[src/rtl/pswallow_pkg.sv]
package pswallow_pkg;
  localparam int unsigned N_WIDTH = 11;
  localparam int unsigned A_WIDTH = 7;

  // prescaler base modulus per band and select
  function automatic int unsigned base_mod(input bit high_band, input bit msel);
    if (high_band) return msel ? 64 : 128;
    return msel ? 8 : 16;
  endfunction
endpackage

[src/rtl/pswallow_cfg.sv]
module pswallow_cfg (
  input  logic clk_i,
  input  logic rst_ni,
  input  logic en_i,
  input  logic load_i,
  input  logic msel_i,
  output logic start_o,
  output logic msel_o
);
  logic start_q, msel_q;

  always_ff @(posedge clk_i or negedge rst_ni) begin
    if (!rst_ni) begin
      start_q <= 1'b1;
      msel_q  <= 1'b0;
    end else if (!en_i) begin
      start_q <= 1'b1;
    end else begin
      start_q <= 1'b0;
      if (load_i) msel_q <= msel_i;
    end
  end

  assign start_o = start_q;
  assign msel_o  = msel_q;

  // active modulus only moves on a boundary load
  p_cfg_hold_r5: assert property (@(posedge clk_i) disable iff (!rst_ni)
    !load_i |=> $stable(msel_q));
endmodule

[src/rtl/pswallow_presc.sv]
module pswallow_presc #(
  parameter int unsigned PW      = 5,
  parameter int unsigned M_SMALL = 8,
  parameter int unsigned M_LARGE = 16
) (
  input  logic clk_i,
  input  logic rst_ni,
  input  logic en_i,
  input  logic reload_i,
  input  logic msel_i,
  input  logic hi_i,
  output logic end_o
);
  localparam logic [PW-1:0] MS = PW'(M_SMALL);
  localparam logic [PW-1:0] ML = PW'(M_LARGE);

  logic [PW-1:0] cnt_q, base, len_m1;

  // period length is M+1 while swallowing, else M
  assign base   = msel_i ? MS : ML;
  assign len_m1 = hi_i ? base : base - 1'b1;
  assign end_o  = (cnt_q == '0);

  always_ff @(posedge clk_i or negedge rst_ni) begin
    if (!rst_ni)       cnt_q <= '0;
    else if (!en_i)    cnt_q <= '0;
    else if (reload_i) cnt_q <= len_m1;
    else               cnt_q <= cnt_q - 1'b1;
  end

  // count never exceeds the larger modulus
  p_len_bound_r2: assert property (@(posedge clk_i) disable iff (!rst_ni)
    cnt_q <= ML);
endmodule

[src/rtl/pswallow_ctr.sv]
module pswallow_ctr #(
  parameter int unsigned N_W = 11,
  parameter int unsigned A_W = 7
) (
  input  logic           clk_i,
  input  logic           rst_ni,
  input  logic           en_i,
  input  logic           start_i,
  input  logic           pre_end_i,
  input  logic [N_W-1:0] n_i,
  input  logic [A_W-1:0] a_i,
  output logic           cyc_end_o,
  output logic           boundary_o,
  output logic           hi_next_o
);
  logic [N_W-1:0] main_q;
  logic [A_W-1:0] swl_q, swl_dec;

  assign cyc_end_o  = en_i & ~start_i & pre_end_i & (main_q == N_W'(1));
  assign boundary_o = en_i & (start_i | cyc_end_o);
  assign swl_dec    = (swl_q != '0) ? swl_q - 1'b1 : swl_q;
  assign hi_next_o  = boundary_o ? (a_i != '0) : (swl_dec != '0);

  always_ff @(posedge clk_i or negedge rst_ni) begin
    if (!rst_ni) begin
      main_q <= '0;
      swl_q  <= '0;
    end else if (!en_i) begin
      main_q <= '0;
      swl_q  <= '0;
    end else if (boundary_o) begin
      main_q <= n_i;
      swl_q  <= a_i;
    end else if (pre_end_i) begin
      main_q <= main_q - 1'b1;
      swl_q  <= swl_dec;
    end
  end

  // main counter is live whenever a cycle runs
  p_main_live_r1: assert property (@(posedge clk_i) disable iff (!rst_ni)
    (en_i && !start_i) |-> (main_q != '0));

  // once the swallow count is spent it stays spent within the cycle
  p_swallow_spent_r3: assert property (@(posedge clk_i) disable iff (!rst_ni)
    (en_i && !boundary_o && swl_q == '0) |=> (swl_q == '0));
endmodule

[src/rtl/pswallow_div.sv]
module pswallow_div
  import pswallow_pkg::*;
#(
  parameter bit          HIGH_BAND = 1'b0,
  parameter int unsigned N_W       = N_WIDTH,
  parameter int unsigned A_W       = A_WIDTH
) (
  input  logic           clk_i,
  input  logic           rst_ni,
  input  logic           en_i,
  input  logic [N_W-1:0] n_i,
  input  logic [A_W-1:0] a_i,
  input  logic           msel_i,
  output logic           pulse_o
);
  localparam int unsigned M_SMALL = base_mod(HIGH_BAND, 1'b1);
  localparam int unsigned M_LARGE = base_mod(HIGH_BAND, 1'b0);
  localparam int unsigned PW      = $clog2(M_LARGE + 1);

  logic start, msel_q, pre_end, cyc_end, boundary, hi_next, msel_eff;

  pswallow_cfg u_cfg (
    .clk_i   (clk_i),
    .rst_ni  (rst_ni),
    .en_i    (en_i),
    .load_i  (boundary),
    .msel_i  (msel_i),
    .start_o (start),
    .msel_o  (msel_q)
  );

  pswallow_ctr #(.N_W(N_W), .A_W(A_W)) u_ctr (
    .clk_i      (clk_i),
    .rst_ni     (rst_ni),
    .en_i       (en_i),
    .start_i    (start),
    .pre_end_i  (pre_end),
    .n_i        (n_i),
    .a_i        (a_i),
    .cyc_end_o  (cyc_end),
    .boundary_o (boundary),
    .hi_next_o  (hi_next)
  );

  // new cycle takes the modulus from the port, else the held one
  assign msel_eff = boundary ? msel_i : msel_q;

  pswallow_presc #(.PW(PW), .M_SMALL(M_SMALL), .M_LARGE(M_LARGE)) u_presc (
    .clk_i    (clk_i),
    .rst_ni   (rst_ni),
    .en_i     (en_i),
    .reload_i (start | pre_end),
    .msel_i   (msel_eff),
    .hi_i     (hi_next),
    .end_o    (pre_end)
  );

  assign pulse_o = cyc_end;

  p_one_wide_r4: assert property (@(posedge clk_i) disable iff (!rst_ni)
    pulse_o |=> !pulse_o);

  p_quiet_after_off_r6: assert property (@(posedge clk_i) disable iff (!rst_ni)
    !$past(en_i) |-> !pulse_o);

  p_reset_quiet_r7: assert property (@(posedge clk_i)
    !rst_ni |-> !pulse_o);
endmodule

[config.mk]
export PLATFORM = sky130hd
export DESIGN_NAME = pswallow_div
export DESIGN_NICKNAME = d
export VERILOG_FILES = /design/src/rtl/pswallow_pkg.sv /design/src/rtl/pswallow_cfg.sv /design/src/rtl/pswallow_presc.sv /design/src/rtl/pswallow_ctr.sv /design/src/rtl/pswallow_div.sv
export SDC_FILE = /design/constraint.sdc
export NUM_CORES = 1
export LEC_CHECK = 0
export ABC_AREA = 1
export BUFFER_PORTS_ARGS = -buffer_cell sky130_fd_sc_hd__buf_2
export CORE_MARGIN = 2
export CORE_UTILIZATION = 30
export DETAILED_ROUTE_END_ITERATION = 6
export PLACE_DENSITY = 0.51
export SLEW_MARGIN = 20
export SYNTH_ARGS = -nofsm -noshare
export SYNTH_HDL_FRONTEND = slang
export SYNTH_SLANG_ARGS = --single-unit
[constraint.sdc]
create_clock -name clk_i -period 2.5 [get_ports clk_i]
set_input_delay 0.375 -clock clk_i [delete_from_list [all_inputs] [get_ports clk_i]]
set_output_delay 0.375 -clock clk_i [all_outputs]
set_load 0.02 [all_outputs]
==> impl_metrics.py <==
metrics = {
    "outcome": {
        "status": "complete, no violations",
    },
    "timing": {
        "max_slew_margin_pct": 60.1,
        "skew_ps": 6.60,
        "fin_crit_sh_pct": 88.9,
        "slew_violations": 0,
        "tns_ps": 0,
        "setup_viol": 0,
        "worst_pin_slew_ps": 599,
        "finalHoldViolCount": 0,
        "period_needed_ps": 2220,
        "fmax_ghz": 0.450,
        "rsz0062_at_grt": "false",
        "whs_ps": 95.5,
    },
    "critical_path": {
        "required_ps": 2650,
        "crit_path_end_kind": "flip-flop",
        "crit_type": "flip-flop to flip-flop",
        "cp_max_fo": 6,
        "worstPathArrival_ps": 2370,
        "start_kind": "flip-flop",
    },
    "hold_path": {
        "holdCritPathClass": "primary input to async pin",
    },
    "logic_synthesis": {
        "ys_ff_latch": 25,
        "syn_area_per_cell_um2": 7.88,
        "synthDistinctLibCells": 32,
        "syn_area_um2": 1810,
        "synth_warnings": 0,
        "seq_area_frac_synth_pct": 34.6,
        "mappedNetlistNets": 259,
        "synth_cells": 230,
    },
    "placement": {
        "placed_area_um2": 1990,
        "io_buffer_count": 22,
        "gp_congestion": 0.818,
        "hpwl_mm": 3.11,
    },
    "routing": {
        "post_drt_via_cell_ratio": 4.66,
        "drc_errors": 0,
        "ant_nets": 0,
        "route.detailed.wl_per_inst_um": 12.5,
        "num_vias": 1529,
        "first_pass_iters": 6,
        "wl_mm": 4.09,
        "drt_iter0_drc": 123,
    },
    "cells_and_area": {
        "seq_area_um2": 627,
        "fill_cells": 643,
        "multi_input_area_um2": 993,
        "antennaDiodeCount": 0,
        "final_cell_area_um2": 2040,
        "fin_nets": 283,
        "drive_gt1_share_pct": 26.1,
        "area_delta_synth_final_pct": 12.6,
    },
    "die": {
        "dieWidth_um": 81.7,
        "die_area_um2": 6680,
        "rows": 28,
        "core_um2": 5890,
        "die_h_um": 81.7,
        "pin_count": 23,
        "start_util_pct": 30.8,
    },
    "job": {
        "cap_violations": 0,
    },
    "clock_network": {
        "clk_latency_ps": 270,
        "cts_buffers": 3,
        "holdBufCountCts": 0,
        "clock_tree.buffer_depth": 2,
        "htree_levels": 1,
        "path_clk_slew_ps": 100,
        "cts_tree": "done",
        "root_buffer": "clkbuf_8",
        "post_cts_buffers": 0,
        "clock-sinks": 25,
    },
    "power_and_ir_drop": {
        "total_leakage_power_uw": 0.00103,
        "ir_drop_mv": 0.268,
        "p_per_area_nw_per_um2": 1170,
    },
    "grt": {
        "grt_pass1_wl_mm": 6.84,
        "grt_pass1_vias": 1501,
        "grt_overflow": 0,
        "grt_max_degree": 26,
        "antenna_found_initial": 0,
        "grt_usage_pct": 13.3,
    },
}
==> report_power, final <==
part           leakage [uW]  switching (uW)  internal, uW
combinational      0.000681             881           555
sequential         0.000324             139           563
clock             0.0000217             140           113
total               0.00103            1160          1230
==> final cells by class <==
class	count	share of cell area, %
Tap cell	75	4.60
Clock buffer	3	2.02
Inverter	36	6.74
Timing Repair Buffer	26	6.87
Multi-Input combinational cell	162	48.7
Clock inverter	1	0.368
Sequential cell	25	30.7
==> worst paths after layout <==
path,start,endpoint,slack (ps),cells past startpoint
worst max-delay path,u_ctr.swl_q[1],u_presc.cnt_q[3],280,13
worst min-delay path,rst_ni,u_presc.cnt_q[2],100,1
worst max register to register,u_ctr.swl_q[1],u_presc.cnt_q[3],280,13
worst min register to register,u_ctr.main_q[9],u_ctr.main_q[9],570,2
max in group asynchronous,rst_ni,u_ctr.swl_q[0],2010,1
min in group clk_i,n_i[6],u_ctr.main_q[6],350,3
==> registers in the layout (all words and copies together), names as in the netlist <==
register / flops
u_cfg.msel_o: 1
u_cfg.start_o: 1
u_ctr.main_q: 11
u_ctr.swl_q: 7
u_presc.cnt_q: 5
==> metal layers <==
layer	wire length [um]	track usage (%)
met5	0	0
met2	1870	21.5
met1	2070	18.2
met3	115	1.43
met4	41	4.83
==> layout by cell type (no fill, tap or decap), types with 2 or more instances in the layout <==
cell type  synthesis  layout
clkbuf_8           0       3
nor2_2             4       4
o21ai_1           11      11
dfrtp_1           24      24
nor3_1             3       3
nand3_1           16      15
o21ai_0           11      11
nand2_4            2       2
buf_2              0      22
nand4_1            3       3
o211ai_2          13      13
nand2_1           43      43
nand3_2            1       2
xnor2_1            3       3
o22ai_1            3       3
xor2_1             6       6
nand2_2            5       5
o21ai_2            6       6
buf_4              1       4
nor2_1            19      19
inv_1             33      33
ha_1               7       7
==> what timing repair did <==
| item | in CTS | in global routing |
|---|---|---|
| resized for setup | 0 | 1 |
| endpoints found under the setup margin | 0 | 1 |
| endpoints found under the hold margin | 0 | 0 |
==> logic make-up after synthesis <==
| family | count (synthesis) | synth area share [%] |
|---|---|---|
| simple gates | 100 | 25.7 |
| flops | 25 | 34.6 |
| xor+xnor | 9 | 4.35 |
| buf+inv | 43 | 10.9 |
| compound gates | 46 | 19.7 |
| fa+ha+maj | 7 | 4.83 |
==> synthesized netlist by cell type (all sizes together) <==
cell type	number	area, um2
nand3b	1	11.3
o22ai	3	18.8
o31ai	1	7.51
xnor2	3	26.3
nor2	23	96.3
nand3	17	90.1
ha	7	87.6
a21oi	1	5.00
buf	5	52.6
clkbuf	2	7.51
dfstp	1	26.3
xor2	6	52.6
nor3	3	15.0
and2	1	6.26
o211ai	13	163
nand4	3	18.8
or2	2	12.5
inv	35	134
dfrtp	24	601
clkinv	1	3.75
o21ai	28	163
nand2	50	215
==> stage by stage <==
| step | instances | setup WS [ps] | power [uW] | util (%) |
|---|---|---|---|---|
| after global routing | 328 | 15.0 | 2670 | 34.7 |
| after floorplan | 230 | 420 | 1850 | - |
| after detailed placement | 324 | 303 | 2140 | 33.8 |
| after CTS | 328 | 264 | 2400 | 34.6 |
| after global placement | 324 | 369 | 2150 | 33.8 |
| final | 328 | 279 | 2390 | 34.7 |
==> critical path: stages (launching register included) <==
cell and delay, ps:
dfrtp_1 390, inv_1 110, ha_1 160, inv_1 50, nor2_1 200, nand3_2 170
o21ai_0 150, nand2_1 80, nor2_1 100, nand3_1 120, and2_1 170, ha_1 270
nand2_1 60, o21ai_0 70
Note: power is estimated with default switching activity, not from simulation.
